<file path="config.mk">
export PLATFORM = sky130hd
export DESIGN_NAME = mpirq_regbank
export DESIGN_NICKNAME = d
export VERILOG_FILES = /design/src/rtl/mpirq_pkg.sv /design/src/rtl/mpirq_src_edge.sv /design/src/rtl/mpirq_global.sv /design/src/rtl/mpirq_cpu_slice.sv /design/src/rtl/mpirq_regbank.sv
export SDC_FILE = /design/constraint.sdc
export NUM_CORES = 1
export LEC_CHECK = 0
export ABC_CLOCK_PERIOD_IN_PS = 6000
export BUFFER_PORTS_ARGS = -buffer_cell sky130_fd_sc_hd__buf_2
export CAP_MARGIN = 0
export CORE_MARGIN = 3
export CORE_UTILIZATION = 49
export DETAILED_ROUTE_END_ITERATION = 6
export PLACE_DENSITY = 0.72
export SETUP_SLACK_MARGIN = 0.05
export SLEW_MARGIN = 20
export SYNTH_ARGS = -nofsm -noshare
export SYNTH_HDL_FRONTEND = slang
export SYNTH_SLANG_ARGS = --single-unit
</file>
<file path="constraint.sdc">
create_clock -name clk -period 6 [get_ports clk]
set_input_delay 1.2 -clock clk [delete_from_list [all_inputs] [get_ports clk]]
set_output_delay 1.2 -clock clk [all_outputs]
set_load 0.01 [all_outputs]
</file>
<file path="src/rtl/mpirq_pkg.sv">
package mpirq_pkg;
  localparam int SRC_HI = 15;
  typedef logic [SRC_HI:1] src_t;

  typedef enum logic [1:0] {
    RG_GLOBAL = 2'd0,
    RG_MASK   = 2'd1,
    RG_FORCE  = 2'd2,
    RG_EXTACK = 2'd3
  } region_e;

  localparam logic [3:0] W_LEVEL  = 4'd0;
  localparam logic [3:0] W_PEND   = 4'd1;
  localparam logic [3:0] W_GFORCE = 4'd2;
  localparam logic [3:0] W_CLEAR  = 4'd3;
  localparam logic [3:0] W_STAT   = 4'd4;
  localparam logic [3:0] W_BCAST  = 4'd5;

  localparam logic [26:0] STAT_RST = 27'h0010001;
endpackage

</file>
<file path="src/rtl/mpirq_src_edge.sv">
module mpirq_src_edge
  import mpirq_pkg::*;
(
  input  logic clk,
  input  logic rst_n,
  input  src_t lvl_in,
  output src_t rise
);
  src_t lvl_q;

  always_ff @(posedge clk or negedge rst_n) begin
    if (!rst_n) lvl_q <= '0;
    else        lvl_q <= lvl_in;
  end

  assign rise = lvl_in & ~lvl_q;
endmodule

</file>
<file path="src/rtl/mpirq_global.sv">
module mpirq_global
  import mpirq_pkg::*;
#(
  parameter int NCPU = 4
) (
  input  logic            clk,
  input  logic            rst_n,
  input  logic            we,
  input  logic [3:0]      word,
  input  logic [31:0]     wdata,
  input  src_t            rise,
  input  src_t            lvl,
  input  src_t            mask_any,
  input  src_t            mask0,
  output src_t            level,
  output src_t            pending,
  output src_t            bcast,
  output src_t            bcast_route,
  output logic [26:0]     stat,
  output logic [NCPU-1:0] kick
);
  localparam bit BAV    = (NCPU > 1);
  localparam bit SINGLE = (NCPU == 1);

  src_t            level_d, pend_d, bcast_d, pend_set, pend_clr;
  logic [26:0]     stat_d;
  logic [NCPU-1:0] kick_d;

  assign bcast_route = BAV ? (rise & bcast) : '0;

  always_comb begin
    level_d  = level;
    bcast_d  = bcast;
    stat_d   = stat;
    kick_d   = '0;
    pend_set = rise & mask_any & ~bcast_route;
    pend_clr = '0;
    if (we) begin
      case (word)
        W_LEVEL:  level_d = wdata[SRC_HI:1];
        W_GFORCE: if (SINGLE) pend_set = pend_set | (wdata[SRC_HI:1] & mask0);
        W_CLEAR:  pend_clr = wdata[SRC_HI:1] & ~lvl;
        W_STAT: begin
          stat_d = stat | wdata[26:0];
          for (int c = 0; c < NCPU; c++) kick_d[c] = wdata[c] & ~stat[c];
        end
        W_BCAST:  if (BAV) bcast_d = wdata[SRC_HI:1];
        default:  ;
      endcase
    end
    pend_d = (pending & ~pend_clr) | pend_set;
  end

  always_ff @(posedge clk or negedge rst_n) begin
    if (!rst_n) begin
      level   <= '0;
      pending <= '0;
      bcast   <= '0;
      stat    <= STAT_RST;
      kick    <= '0;
    end else begin
      level   <= level_d;
      pending <= pend_d;
      bcast   <= bcast_d;
      stat    <= stat_d;
      kick    <= kick_d;
    end
  end
endmodule

</file>
<file path="src/rtl/mpirq_cpu_slice.sv">
module mpirq_cpu_slice
  import mpirq_pkg::*;
#(
  parameter bit BAV = 1'b1
) (
  input  logic clk,
  input  logic rst_n,
  input  logic mask_we,
  input  logic force_we,
  input  src_t wdata,
  input  src_t pending,
  input  src_t bcast_route,
  input  src_t rise,
  output src_t mask,
  output src_t frc,
  output logic irq
);
  src_t mask_d, frc_d, frc_set;
  logic nmi_hit, req, irq_d;

  always_comb begin
    mask_d  = mask_we ? wdata : mask;
    frc_set = bcast_route & mask;
    if (force_we) frc_set = frc_set | (wdata & mask);
    frc_d   = frc | frc_set;
    nmi_hit = mask[SRC_HI] & (rise[SRC_HI] | (force_we & wdata[SRC_HI]));
    req     = (|(pending & mask)) | (BAV & (|frc));
    irq_d   = req & ~nmi_hit;
  end

  always_ff @(posedge clk or negedge rst_n) begin
    if (!rst_n) begin
      mask <= '0;
      frc  <= '0;
      irq  <= 1'b0;
    end else begin
      mask <= mask_d;
      frc  <= frc_d;
      irq  <= irq_d;
    end
  end
endmodule

</file>
<file path="src/rtl/mpirq_regbank.sv">
module mpirq_regbank
  import mpirq_pkg::*;
#(
  parameter int NCPU = 4
) (
  input  logic            clk,
  input  logic            rst_n,
  input  logic            bus_en,
  input  logic            bus_wr,
  input  logic [7:0]      bus_addr,
  input  logic [31:0]     bus_wdata,
  output logic [31:0]     bus_rdata,
  input  logic [15:1]     irq_in,
  output logic [NCPU-1:0] cpu_irq,
  output logic [NCPU-1:0] cpu_rst,
  output logic [NCPU-1:0] cpu_run
);
  localparam bit         BAV    = (NCPU > 1);
  localparam logic [3:0] CNT_M1 = 4'(NCPU - 1);

  region_e         region;
  logic [3:0]      word;
  logic            wr_go, glb_we;
  logic [NCPU-1:0] mask_we, force_we, kick;
  src_t            src_rise, level_q, pending_q, bcast_q, bcast_route, mask_any;
  src_t            mask_a  [NCPU];
  src_t            force_a [NCPU];
  logic [26:0]     stat_q;
  logic            unused_bits;

  assign region      = region_e'(bus_addr[7:6]);
  assign word        = bus_addr[5:2];
  assign wr_go       = bus_en & bus_wr;
  assign glb_we      = wr_go & (region == RG_GLOBAL);
  assign unused_bits = ^{bus_addr[1:0], bus_wdata[31:27]};

  mpirq_src_edge u_edge (
    .clk    (clk),
    .rst_n  (rst_n),
    .lvl_in (irq_in),
    .rise   (src_rise)
  );

  always_comb begin
    mask_any = '0;
    for (int c = 0; c < NCPU; c++) mask_any = mask_any | mask_a[c];
  end

  mpirq_global #(.NCPU(NCPU)) u_global (
    .clk         (clk),
    .rst_n       (rst_n),
    .we          (glb_we),
    .word        (word),
    .wdata       (bus_wdata),
    .rise        (src_rise),
    .lvl         (irq_in),
    .mask_any    (mask_any),
    .mask0       (mask_a[0]),
    .level       (level_q),
    .pending     (pending_q),
    .bcast       (bcast_q),
    .bcast_route (bcast_route),
    .stat        (stat_q),
    .kick        (kick)
  );

  for (genvar c = 0; c < NCPU; c++) begin : g_cpu
    assign mask_we[c]  = wr_go & (region == RG_MASK)  & (word == 4'(c));
    assign force_we[c] = wr_go & (region == RG_FORCE) & (word == 4'(c));

    mpirq_cpu_slice #(.BAV(BAV)) u_slice (
      .clk         (clk),
      .rst_n       (rst_n),
      .mask_we     (mask_we[c]),
      .force_we    (force_we[c]),
      .wdata       (bus_wdata[SRC_HI:1]),
      .pending     (pending_q),
      .bcast_route (bcast_route),
      .rise        (src_rise),
      .mask        (mask_a[c]),
      .frc         (force_a[c]),
      .irq         (cpu_irq[c])
    );
  end

  assign cpu_rst = kick;
  assign cpu_run = kick;

  always_comb begin
    bus_rdata = '0;
    case (region)
      RG_GLOBAL: begin
        case (word)
          W_LEVEL: bus_rdata = {16'd0, level_q, 1'b0};
          W_PEND:  bus_rdata = {16'd0, pending_q, 1'b0};
          W_STAT:  bus_rdata = {CNT_M1, BAV, stat_q};
          W_BCAST: bus_rdata = {16'd0, bcast_q, 1'b0};
          default: bus_rdata = '0;
        endcase
      end
      RG_MASK: begin
        for (int c = 0; c < NCPU; c++)
          if (word == 4'(c)) bus_rdata = {16'd0, mask_a[c], 1'b0};
      end
      RG_FORCE: begin
        for (int c = 0; c < NCPU; c++)
          if (word == 4'(c)) bus_rdata = {16'd0, force_a[c], 1'b0};
      end
      default: bus_rdata = '0;
    endcase
  end
endmodule

</file>
Word-level counts from Yosys, hierarchy flattened
Cells that the tools add are included.
{"block": "word_totals", "regBits": 215, "elab_cells": 135}
{"block": "op_classes", "eq_ne": 7, "muxes": 18, "n_bitwise": 79, "reduce_logical": 13}
{"cell": "$and A15 B15 Y15", "n": 18}
{"cell": "$mux W32", "n": 6}
{"cell": "$or A15 B15 Y15", "n": 12}
{"cell": "$pmux W30 S4", "n": 1}
{"cell": "$reduce_or A15 Y1", "n": 8}
{"cell": "$pmux W32 S3", "n": 1}
{"cell": "$mux W15", "n": 6}
{"cell": "$not A15 Y15", "n": 4}
{"cell": "$mux W16", "n": 2}
{"cell": "$and A1 B1 Y1", "n": 28}
{"cell": "$or A27 B27 Y27", "n": 1}
{"cell": "$eq A4 B2 Y1 const B", "n": 2}
{"cell": "$eq A4 B3 Y1 const B", "n": 2}
{"cell": "$mux W4", "n": 2}
{"cell": "$not A1 Y1", "n": 8}
{"cell": "$or A1 B1 Y1", "n": 8}
{"cell": "$reduce_and A2 Y1", "n": 3}
{"cell": "$eq A4 B1 Y1 const B", "n": 1}
{"cell": "$logic_not A4 Y1", "n": 1}
{"cell": "$eq A2 B1 Y1 const B", "n": 1}
{"cell": "$eq A2 B2 Y1 const B", "n": 1}
{"cell": "$logic_not A2 Y1", "n": 1}

Logic depth before layout (Yosys ltp)
Gate-level depths: netlist (run 1).
{"block": "logic_depth", "word_depth": 8, "ltp_mapped": 7, "mapped_depth_nobuf": 4}

Modules after synthesis
From an unflattened synthesis (run 1), not the netlist that was laid out.
{"block": "hier_totals", "cells_unflattened": 886, "area_unflattened_um2": 10686.5}
{"module": "mpirq_cpu_slice", "instances": 4, "cells_each": 98, "area_per_inst_um2": 1300.0}
{"module": "mpirq_global", "instances": 1, "cells_each": 227, "area_per_inst_um2": 3059.2}
{"module": "mpirq_regbank", "instances": 1, "cells_each": 237, "area_per_inst_um2": 1845.5}
{"module": "mpirq_src_edge", "instances": 1, "cells_each": 30, "area_per_inst_um2": 581.8}

Worst setup path after synthesis (run 1)
OpenSTA, ideal clock, no wires.
{"block": "synth_path", "kind": "input port to output port", "startpoint": "input bus_addr[5]", "endpoint": "output bus_rdata[10]", "arrival_ns": 2.621, "required_ns": 4.800, "slack_ns": 2.179, "path_stages": 7, "cell_sequence": "buf_2 > and4bb_2 > buf_2 > buf_2 > a22oi_1 > a21oi_1 > or3_1"}
{"block": "synth_between", "elab_chain_len": 6, "word_cells_on_any_way": 16, "classes_between": "eq/ne (5); mux (10); reduce/logical (1)"}
{"element": "from (decl)", "line_no": "mpirq_regbank.sv:10", "source": "input logic [7:0] bus_addr,"}
{"element": "$logic_not A4 Y1", "line_no": "mpirq_regbank.sv:93, mpirq_regbank.sv:103, mpirq_regbank.sv:107"}
{"element": "$mux W16, on equally long branches", "line_no": "mpirq_regbank.sv:107, mpirq_regbank.sv:103"}
{"element": "$mux W32, on equally long branches (3 in series)", "line_no": "mpirq_regbank.sv:107, mpirq_regbank.sv:103"}
{"element": "$pmux W32 S3 (*)", "line_no": "mpirq_regbank.sv:91", "source": "case (region)"}
{"element": "to (decl)", "line_no": "mpirq_regbank.sv:12", "source": "output logic [31:0] bus_rdata,"}
Every way passes the cells marked *; elsewhere a longest branch is shown, timed or not.

Worst setup path after layout (run 1)
{"block": "layout_path", "startpoint": "input bus_addr[2]", "endpoint": "output bus_rdata[10]"}
Same word-level chain as after synthesis.

==> summary by stage, run 1 <==
Run status
The flow ran to the end, and the final reports show no timing, DRC or antenna violations.

Clocking
The tree built by TritonCTS fans out to approximately 220 sinks. The CTS root buffer is sky130_fd_sc_hd__clkbuf_16. The clock latency on the worst-skew pair is ~0.52 ns. After clock tree synthesis, the clock-pin slew on the worst setup and hold paths is ~0.06 ns. In this run the number of H-tree levels came out at 1.

The total setup buffers inserted after CTS is 0. Gates resized during post-CTS repair numbered 0. The TritonCTS buffer count is 24. TritonCTS built the clock tree.

The buffer depth of the longest clock path is 3. The number of hold buffers added after cts is 0.

Cells and area
The net total in the final layout is approximately 1100. For this run, the number of standard cells in the final layout without fillers is 1300. The total inserted antenna cells is 0. The growth of design area from synthesis to finish is 13.4%.

In the final layout, the share of cells above drive strength 1 is 0.260. For this run, the share of the core covered by cells in the final layout is 0.568.

Power and ir drop
The fraction of power spent switching nets is 0.270. The internal power of the cells totals around 2.7 mW. The portion of total power attributed to sequential cells is 0.468. The relative contribution of the clock network to total power is 0.414. In this run the power spent charging and discharging nets is slightly above 1 mW.

VDD sags by at most 0.000213 V. In this run the power density over the cells is slightly above 300 mW/mm². Of the total power, combinational logic draws 0.118. In this run the static leakage power is about 6.1 nW.

Logic synthesis
The unique cell type count in the Yosys netlist is 50. The predominant post-synthesis flop cell is sky130_fd_sc_hd__dfrtp_1. Yosys printed 0 warnings. For this run, the register share of the synthesized area comes to 0.509. Counting flops and latches in the post-synthesis netlist gives ~220. The mean instance size in the synthesized netlist is 11.2 µm². The area share of the largest cell type after synthesis is 0.504. The number of synthesized flops with an enable pin is 0.

By area the synthesized netlist is led by sky130_fd_sc_hd__dfrtp_1 50%, sky130_fd_sc_hd__mux2_2 9.7%, sky130_fd_sc_hd__a21o_1 5.8%, sky130_fd_sc_hd__a22oi_1 3.8%, sky130_fd_sc_hd__o21ai_0 3.1%. The async set-reset flop share out of synthesis is 1.00. The synthesized cell area is ~0.011 mm². The leading area contributor after synthesis is sky130_fd_sc_hd__dfrtp_1. The number of standard cells after synthesis is approximately 940.

Global route
The sum of overflow across all layers after global routing is 0. The maximum number of pins on one net before global-route repair is approximately 130. In the global route stage, overall resource usage came out at 0.262. The initial antenna violation count was 0. The first global-routing pass estimated 48.6 mm of wire. The via count of the first global-routing pass is ~8200.

Drt
In the final routed layout, each cell accounts on average for between 20 and 25 µm. Once detail routing completed, the nets flagged for antenna violations numbered 0. The number of iterations in the first detailed-routing pass is 5.

After detailed routing, the number of vias per cell comes to about 6.4. After detailed routing, the number of remaining DRC violations is 0. The routed layout has ~8400 vias. The initial DRC count is between 900 and 1000.

The overall routed net length is about 31 mm.

Timing
The headroom to the max-slew limit is 0.272. The transition time of the tightest slew-check pin is roughly 1.1 ns. The aggregate negative setup slack is 0 ns. The count of final hold-check violations is 0. The final period utilization is 0.785.

In the post-route analysis, the smallest setup slack over all paths is 1.29 ns. The total of endpoints with negative setup slack in the final report is 0. The number of max-slew violations in the final report is 0.

The smallest clock period supported by the final layout is computed as roughly 4.7 ns. The clock arrives with roughly 0.014 ns of skew. Setup repair after global routing left no endpoint under its margin. The maximum achievable frequency is about 0.21 GHz.

Worst setup path
The critical path in this run is classified as primary input to primary output. For the worst setup path, the data arrival time is 3.51 ns. The critical path data required time is around 4.8 ns.

The register-to-register path setup slack is between 4 and 5 ns. The number of cell instances on the worst register-to-register path is 4. The largest driver fanout on the critical path is 56. The most used cell along the critical path is sky130_fd_sc_hd__buf_4.

The launch instance of the worst register-to-register path is g_cpu[1].u_slice.frc[12]$_DFF_PN0_. On the critical path, the stage with the largest delay is an instance of sky130_fd_sc_hd__buf_4. On the worst path, the slowest cell contributes a delay of between 0.5 and 0.6 ns.

The startpoint type of the worst setup path is a primary input. The last element of the critical path is bus_rdata[10]. STA classifies the critical path endpoint as a primary output.

The critical path goes through buf_4, buf_4, mux2_2, o21ai_0, a21oi_1, or3_1, buf_2. The terminus of the critical flop-to-flop path is g_cpu[1].u_slice.irq$_DFF_PN0_. The startpoint of the worst setup timing path is bus_addr[2].

Die
The initial cell density of the core is 0.501. In this run the horizontal extent of the chip is 153 µm. The number of placement rows is between 50 and 60.

The floorplan die area is between 0.02 and 0.025 mm². After floorplanning, the core was sized to cover around 0.021 mm². The chip height is 153 µm.

The total I/O pin count is 103.

Place
The count of buffers from port buffering is 93. Once detailed placement completed, the half-perimeter wirelength came to 20.5 mm. The global placer's final weighted congestion is ~0.99. In this run, placement finished with an instance count of around 1300.

The worst setup slack after placement is 1.35 ns.

Hold path
The min-delay analysis places its worst path in the category register to register.

Flow run
The max-cap violation count is 0.
## per-layer routing
metal	up-vias	share of wire	global-route usage	routed length, µm
li1	3661	-	-	-
met1	4181	0.44	0.381	13600
met2	440	0.45	0.395	14000
met3	70	0.089	0.0629	2770
met4	0	0.026	0.0747	798
met5	-	0	0	0
## area by class of cell
| type | instances | area (µm²) |
|---|---|---|
| Fill cell | 1803 | 9100 |
| Sequential cell | 215 | 5380 |
| Multi-Input combinational cell | 646 | 4800 |
| Clock buffer | 32 | 692 |
| Timing Repair Buffer | 105 | 572 |
| Tap cell | 275 | 344 |
| Clock inverter | 12 | 144 |
| Inverter | 15 | 56.3 |
## cell usage in the layout (no fill, tap or decap), types with 6 or more instances in the layout
cell                          n
sky130_fd_sc_hd__a211oi_1    30
sky130_fd_sc_hd__a21o_1      82
sky130_fd_sc_hd__a21oi_1     62
sky130_fd_sc_hd__a22oi_1     54
sky130_fd_sc_hd__and2_1      12
sky130_fd_sc_hd__buf_2       91
sky130_fd_sc_hd__buf_4       12
sky130_fd_sc_hd__clkbuf_16   25
sky130_fd_sc_hd__clkinv_2     6
sky130_fd_sc_hd__dfrtp_1    213
sky130_fd_sc_hd__inv_1       15
sky130_fd_sc_hd__mux2_2      91
sky130_fd_sc_hd__mux2_4      10
sky130_fd_sc_hd__mux2i_1     30
sky130_fd_sc_hd__nand2_1     56
sky130_fd_sc_hd__nand4_1      8
sky130_fd_sc_hd__nor2b_1     16
sky130_fd_sc_hd__nor3_1       8
sky130_fd_sc_hd__nor3b_1     15
sky130_fd_sc_hd__nor4_1      27
sky130_fd_sc_hd__o21ai_0     66
sky130_fd_sc_hd__o41ai_1     14
sky130_fd_sc_hd__or3_1       17
## how the worst min path moves through the flow
stage,end,startpoint,cells past startpoint
after global placement,u_global.stat[25]$_DFFE_PN0P_,u_global.stat[25]$_DFFE_PN0P_,1
after CTS,u_global.stat[20]$_DFFE_PN0P_,u_global.stat[20]$_DFFE_PN0P_,1
after global routing,u_global.stat[20]$_DFFE_PN0P_,u_global.stat[20]$_DFFE_PN0P_,1
after floorplan,u_global.kick[1]$_DFF_PN0_,u_global.stat[1]$_DFFE_PN0P_,1
final,u_global.stat[20]$_DFFE_PN0P_,u_global.stat[20]$_DFFE_PN0P_,1
after detailed placement,u_global.stat[25]$_DFFE_PN0P_,u_global.stat[25]$_DFFE_PN0P_,1
## cell usage after synthesis, types with 10 or more instances
cell,number
sky130_fd_sc_hd__a22oi_1,54
sky130_fd_sc_hd__or3_1,17
sky130_fd_sc_hd__and2_1,12
sky130_fd_sc_hd__a21oi_1,62
sky130_fd_sc_hd__mux2_4,10
sky130_fd_sc_hd__buf_2,14
sky130_fd_sc_hd__nor3b_1,15
sky130_fd_sc_hd__clkbuf_1,34
sky130_fd_sc_hd__o21ai_0,66
sky130_fd_sc_hd__dfrtp_1,213
sky130_fd_sc_hd__inv_1,15
sky130_fd_sc_hd__nor2b_1,16
sky130_fd_sc_hd__mux2_2,91
sky130_fd_sc_hd__o41ai_1,14
sky130_fd_sc_hd__buf_4,17
sky130_fd_sc_hd__a21o_1,82
sky130_fd_sc_hd__nor4_1,27
sky130_fd_sc_hd__a211oi_1,30
sky130_fd_sc_hd__nand2_1,56
sky130_fd_sc_hd__mux2i_1,30
## registers in the layout, indices dropped and copies added (netlist names)
register            flops
g_cpu.u_slice.frc      60
u_global.bcast         15
g_cpu.u_slice.mask     60
g_cpu.u_slice.irq       4
u_global.pending       15
u_global.kick           4
u_edge.lvl_q           15
u_global.stat          27
u_global.level         15
## worst max-delay path: cells and delay by family
kind	cells	cell delay (ns)
AOI/OAI and AO/OA	2	0.25
buffers and inverters	3	1.27
and+or+nand+nor	1	0.38
muxes	1	0.38
## metrics by stage
stage                     power, mW  hold slack (ns)  instance area (µm²)
after floorplan                2.00            0.416                10600
after global placement         2.18            0.430                11100
after detailed placement       2.20            0.436                11100
final                          3.73            0.449                12000
after global routing           3.87            0.462                12000
after CTS                      3.73            0.450                12000
## power by group through the flow
| stage | Clock [mW] | Combinational [mW] | Sequential (mW) |
|---|---|---|---|
| 2_1_floorplan | 0 | 0.304 | 1.70 |
| 3_3_place_gp | 0 | 0.420 | 1.76 |
| 3_5_place_dp | 0 | 0.433 | 1.76 |
| 4_1_cts | 1.56 | 0.435 | 1.74 |
| 5_1_grt | 1.63 | 0.483 | 1.76 |
| 6_report | 1.54 | 0.439 | 1.75 |
## cell families (layout without fill, tap and decap cells)
logic type	count (synthesis)	in the layout	synth area share
simple gates	195	195	0.112
mux	133	133	0.142
flops	215	215	0.509
compound gates	316	316	0.197
buf+inv	84	164	0.0400
other cells	1	2	0.000355
(Power assumes the default switching activity.)
==> run 2: changes to the inputs <==
--- a/config.mk
+++ b/config.mk
@@ -5,13 +5,13 @@
 export SDC_FILE = /design/constraint.sdc
 export NUM_CORES = 1
 export LEC_CHECK = 0
-export ABC_CLOCK_PERIOD_IN_PS = 6000
+export ABC_CLOCK_PERIOD_IN_PS = 4050
 export BUFFER_PORTS_ARGS = -buffer_cell sky130_fd_sc_hd__buf_2
 export CAP_MARGIN = 0
 export CORE_MARGIN = 3
 export CORE_UTILIZATION = 49
 export DETAILED_ROUTE_END_ITERATION = 6
-export PLACE_DENSITY = 0.72
+export PLACE_DENSITY = 0.75
 export SETUP_SLACK_MARGIN = 0.05
 export SLEW_MARGIN = 20
 export SYNTH_ARGS = -nofsm -noshare
==> constraint.sdc (replaced) <==
create_clock -name clk -period 4.05 [get_ports clk]
set_input_delay 0.81 -clock clk [delete_from_list [all_inputs] [get_ports clk]]
set_output_delay 0.81 -clock clk [all_outputs]
set_load 0.01 [all_outputs]
==> run 2 against run 1 <==
  * Clock skew fell by 0.0080 ns
  * Sequential cell count did not move
  * Setup slack got worse by 0.58 ns
  * Register-to-register slack got worse by 1.9 ns
  * Largest cell class unchanged
  * Critical path depth did not move
  * Routed wire length fell by 0.13%
  * Non-clock buffer count rose by 11
  * Total power rose by 49%
==> summary by stage, run 2 (synthesized netlist as in run 1, its figures left out) <==
Power and ir drop
The switching component of the power is 1.48 mW. The leakage power of the design is 6.19 nW. The fraction of power spent switching nets is 0.268. The portion of total power attributed to sequential cells is 0.467.

The relative contribution of the clock network to total power is 0.415. The cell-internal power is ~4.1 mW. IR analysis of the VDD net gives a maximum drop of 0.000284 V.

For this design the ratio of total power to cell area is around 460 mW/mm². The share of total power in combinational logic is 0.118.

Timing
The headroom to the max-slew limit is 0.271. The total of endpoints with negative setup slack in the final report is 0. The aggregate negative setup slack is 0 ns. For the final database, setup skew stands at between 0.005 and 0.006 ns.

The time the worst path needs with I/O delays and setup is between 3 and 4 ns. For this run, the top clock speed supported by timing is between 0.2 and 0.3 GHz. The number of max-slew violations in the final report is 0.

Dividing the final minimum period by the clock period gives 0.825. The count of final hold-check violations is 0. For the pin with the worst max-slew slack, the measured transition is 1.09 ns.

Setup repair after global routing left no endpoint under its margin. In the post-route analysis, the smallest setup slack over all paths is roughly 0.71 ns.

Worst setup path
The endpoint arrival time on the critical path is between 2 and 3 ns. The worst setup path is captured at a primary output. Of all nets on the critical path, the largest fanout is 74.

The startpoint type of the worst setup path is a primary input. The largest single stage delay on the critical path is 0.40 ns. The critical path goes through buf_4, buf_12, mux2_2, o21ai_0, a21oi_1, or3_1, buf_2. The critical path data required time is between 3 and 4 ns. The critical path start-end classification is primary input to primary output.

The most critical setup path has its startpoint at bus_addr[2]. On the critical path, the stage with the largest delay is an instance of sky130_fd_sc_hd__or3_1. The startpoint identified for the worst register-to-register timing path is g_cpu[1].u_slice.frc[13]$_DFF_PN0_. The number of cell instances on the worst register-to-register path is 4.

Drt
The number of iterations in the first detailed-routing pass is 6. In the final routed layout, each cell accounts on average for 23.8 µm. The initial DRC count is 828. The count of antenna-violating nets left after detailed routing is 0. The overall routed net length is a little over 30 mm.

In the routed design, unresolved DRC markers number 0. The total number of vias is 8397. The routed via count divided by cell count is roughly 6.4.

Die
During I/O placement, the number of pins put on the boundary was slightly above 100. In this run the standard cell core region covers roughly 0.021 mm². The die covers between 0.02 and 0.025 mm². The initial cell density of the core is 0.501.

The x dimension of the die is roughly 150 µm. The number of placement rows is 53. In this run the vertical extent of the chip is ~150 µm.

Cells and area
The largest registers in the layout are g_cpu.u_slice.frc: 60 flops, g_cpu.u_slice.mask: 60 flops, u_global.stat: 27 flops. For this run, the number of standard cells in the final layout without fillers is between 1000 and 1500. In the final layout, the share of cells above drive strength 1 is 0.268.

In the layout the commonest cells are 213 x sky130_fd_sc_hd__dfrtp_1, 91 x sky130_fd_sc_hd__mux2_2, 91 x sky130_fd_sc_hd__buf_2. With fillers left out, the area of the finished cells amounts to 0.0121 mm². The net total in the final layout is about 1100. The repair_antennas step left the layout with diodes totalling 0. The growth of design area from synthesis to finish is 14.3%. The fill cell instance count of the final layout is between 1500 and 2000. Leaving out fill and tap cells, the most frequent cell in the layout is sky130_fd_sc_hd__dfrtp_1.

The share of the core filled with cells in the final layout is 0.573.

Clocking
The tree is rooted in a sky130_fd_sc_hd__clkbuf_16. The count of H-tree levels built during CTS is 1. The clock input transition at the sequential cells of the worst setup and hold paths is around 0.06 ns.

Buffers added to address setup during post-CTS repair amount to 0. TritonCTS built the clock tree. For this design, the sink count on the clock tree is between 200 and 250. The TritonCTS buffer count is 24.

No sink is reached through more buffers than the 3 on the longest clock path. In this run, post-CTS repair resized a total of 0 instances. Hold repair after CTS inserted 0 buffers. The clock latency on the worst-skew pair is around 0.52 ns.

Global route
The sum of overflow across all layers after global routing is 0. The via count of the first global-routing pass is between 8000 and 9000. The overall routing resource usage is 0.263. The global-route wire length before repair is around 50 mm.

The initial antenna violation count is 0. The maximum number of pins on one net before global-route repair is 113.

Place
The congestion estimate from routability-driven global placement came to a little under 1. At the placement stage, the worst setup path has a slack of around 0.74 ns. The count of buffers added on input and output ports is between 90 and 100.

The post-DP HPWL is roughly 21 mm. The number of placed instances, taps included is approximately 1300. The placed instance area is approximately 0.011 mm².

Flow run
The max-cap violation count is 0.

Run status
The run finished with clean final reports.

Hold path
The path class of the lowest-slack min-delay path is primary input to async pin.
run 2: cell type report:
cell class	instances	area, µm²	share of cell area
clock inverters	10	128	0.0106
multi-input cells	646	4780	0.396
clock buffers	32	712	0.0589
well taps	275	344	0.0285
flip-flops and latches	215	5380	0.446
repair buffers	116	676	0.0559
inverters	15	56.3	0.00466
run 2: stage by stage:
step,power (mW),hold slack [ns]
finish,5.54,0.376
global route,5.75,0.399
CTS,5.55,0.399
detailed placement,3.26,0.438
global placement,3.23,0.430
floorplan,2.96,0.416
run 2: power groups by stage:
stage          clock network [mW]  registers [mW]  logic, mW
2_1_floorplan                   0            2.51      0.451
3_3_place_gp                    0            2.60      0.629
3_5_place_dp                    0            2.61      0.647
4_1_cts                      2.32            2.58      0.651
5_1_grt                      2.42            2.61      0.719
6_report                     2.30            2.58      0.654
run 2: final timing paths:
kind	to	slack, ns
max	bus_rdata[2]	0.71
min reg2reg	u_global.kick[1]$_DFF_PN0_	0.45
max in group asynchronous	u_global.stat[16]$_DFFE_PN1P_	2.66
min	u_global.stat[9]$_DFFE_PN0P_	0.38
min in group clk	u_edge.lvl_q[6]$_DFF_PN0_	0.41
max reg2reg	g_cpu[1].u_slice.irq$_DFF_PN0_	2.40
run 2: critical path: cells and delay by family:
family | cells | cell delay (ns)
buffers and inverters | 3 | 0.64
AOI/OAI and AO/OA | 2 | 0.25
and+or+nand+nor | 1 | 0.40
muxes | 1 | 0.39
run 2: per-layer routing:
metal / wire length [µm] / track usage
met1: 13400 / 0.387
met2: 14200 / 0.401
met3: 2840 / 0.0495
met4: 803 / 0.0768
met5: 0 / 0
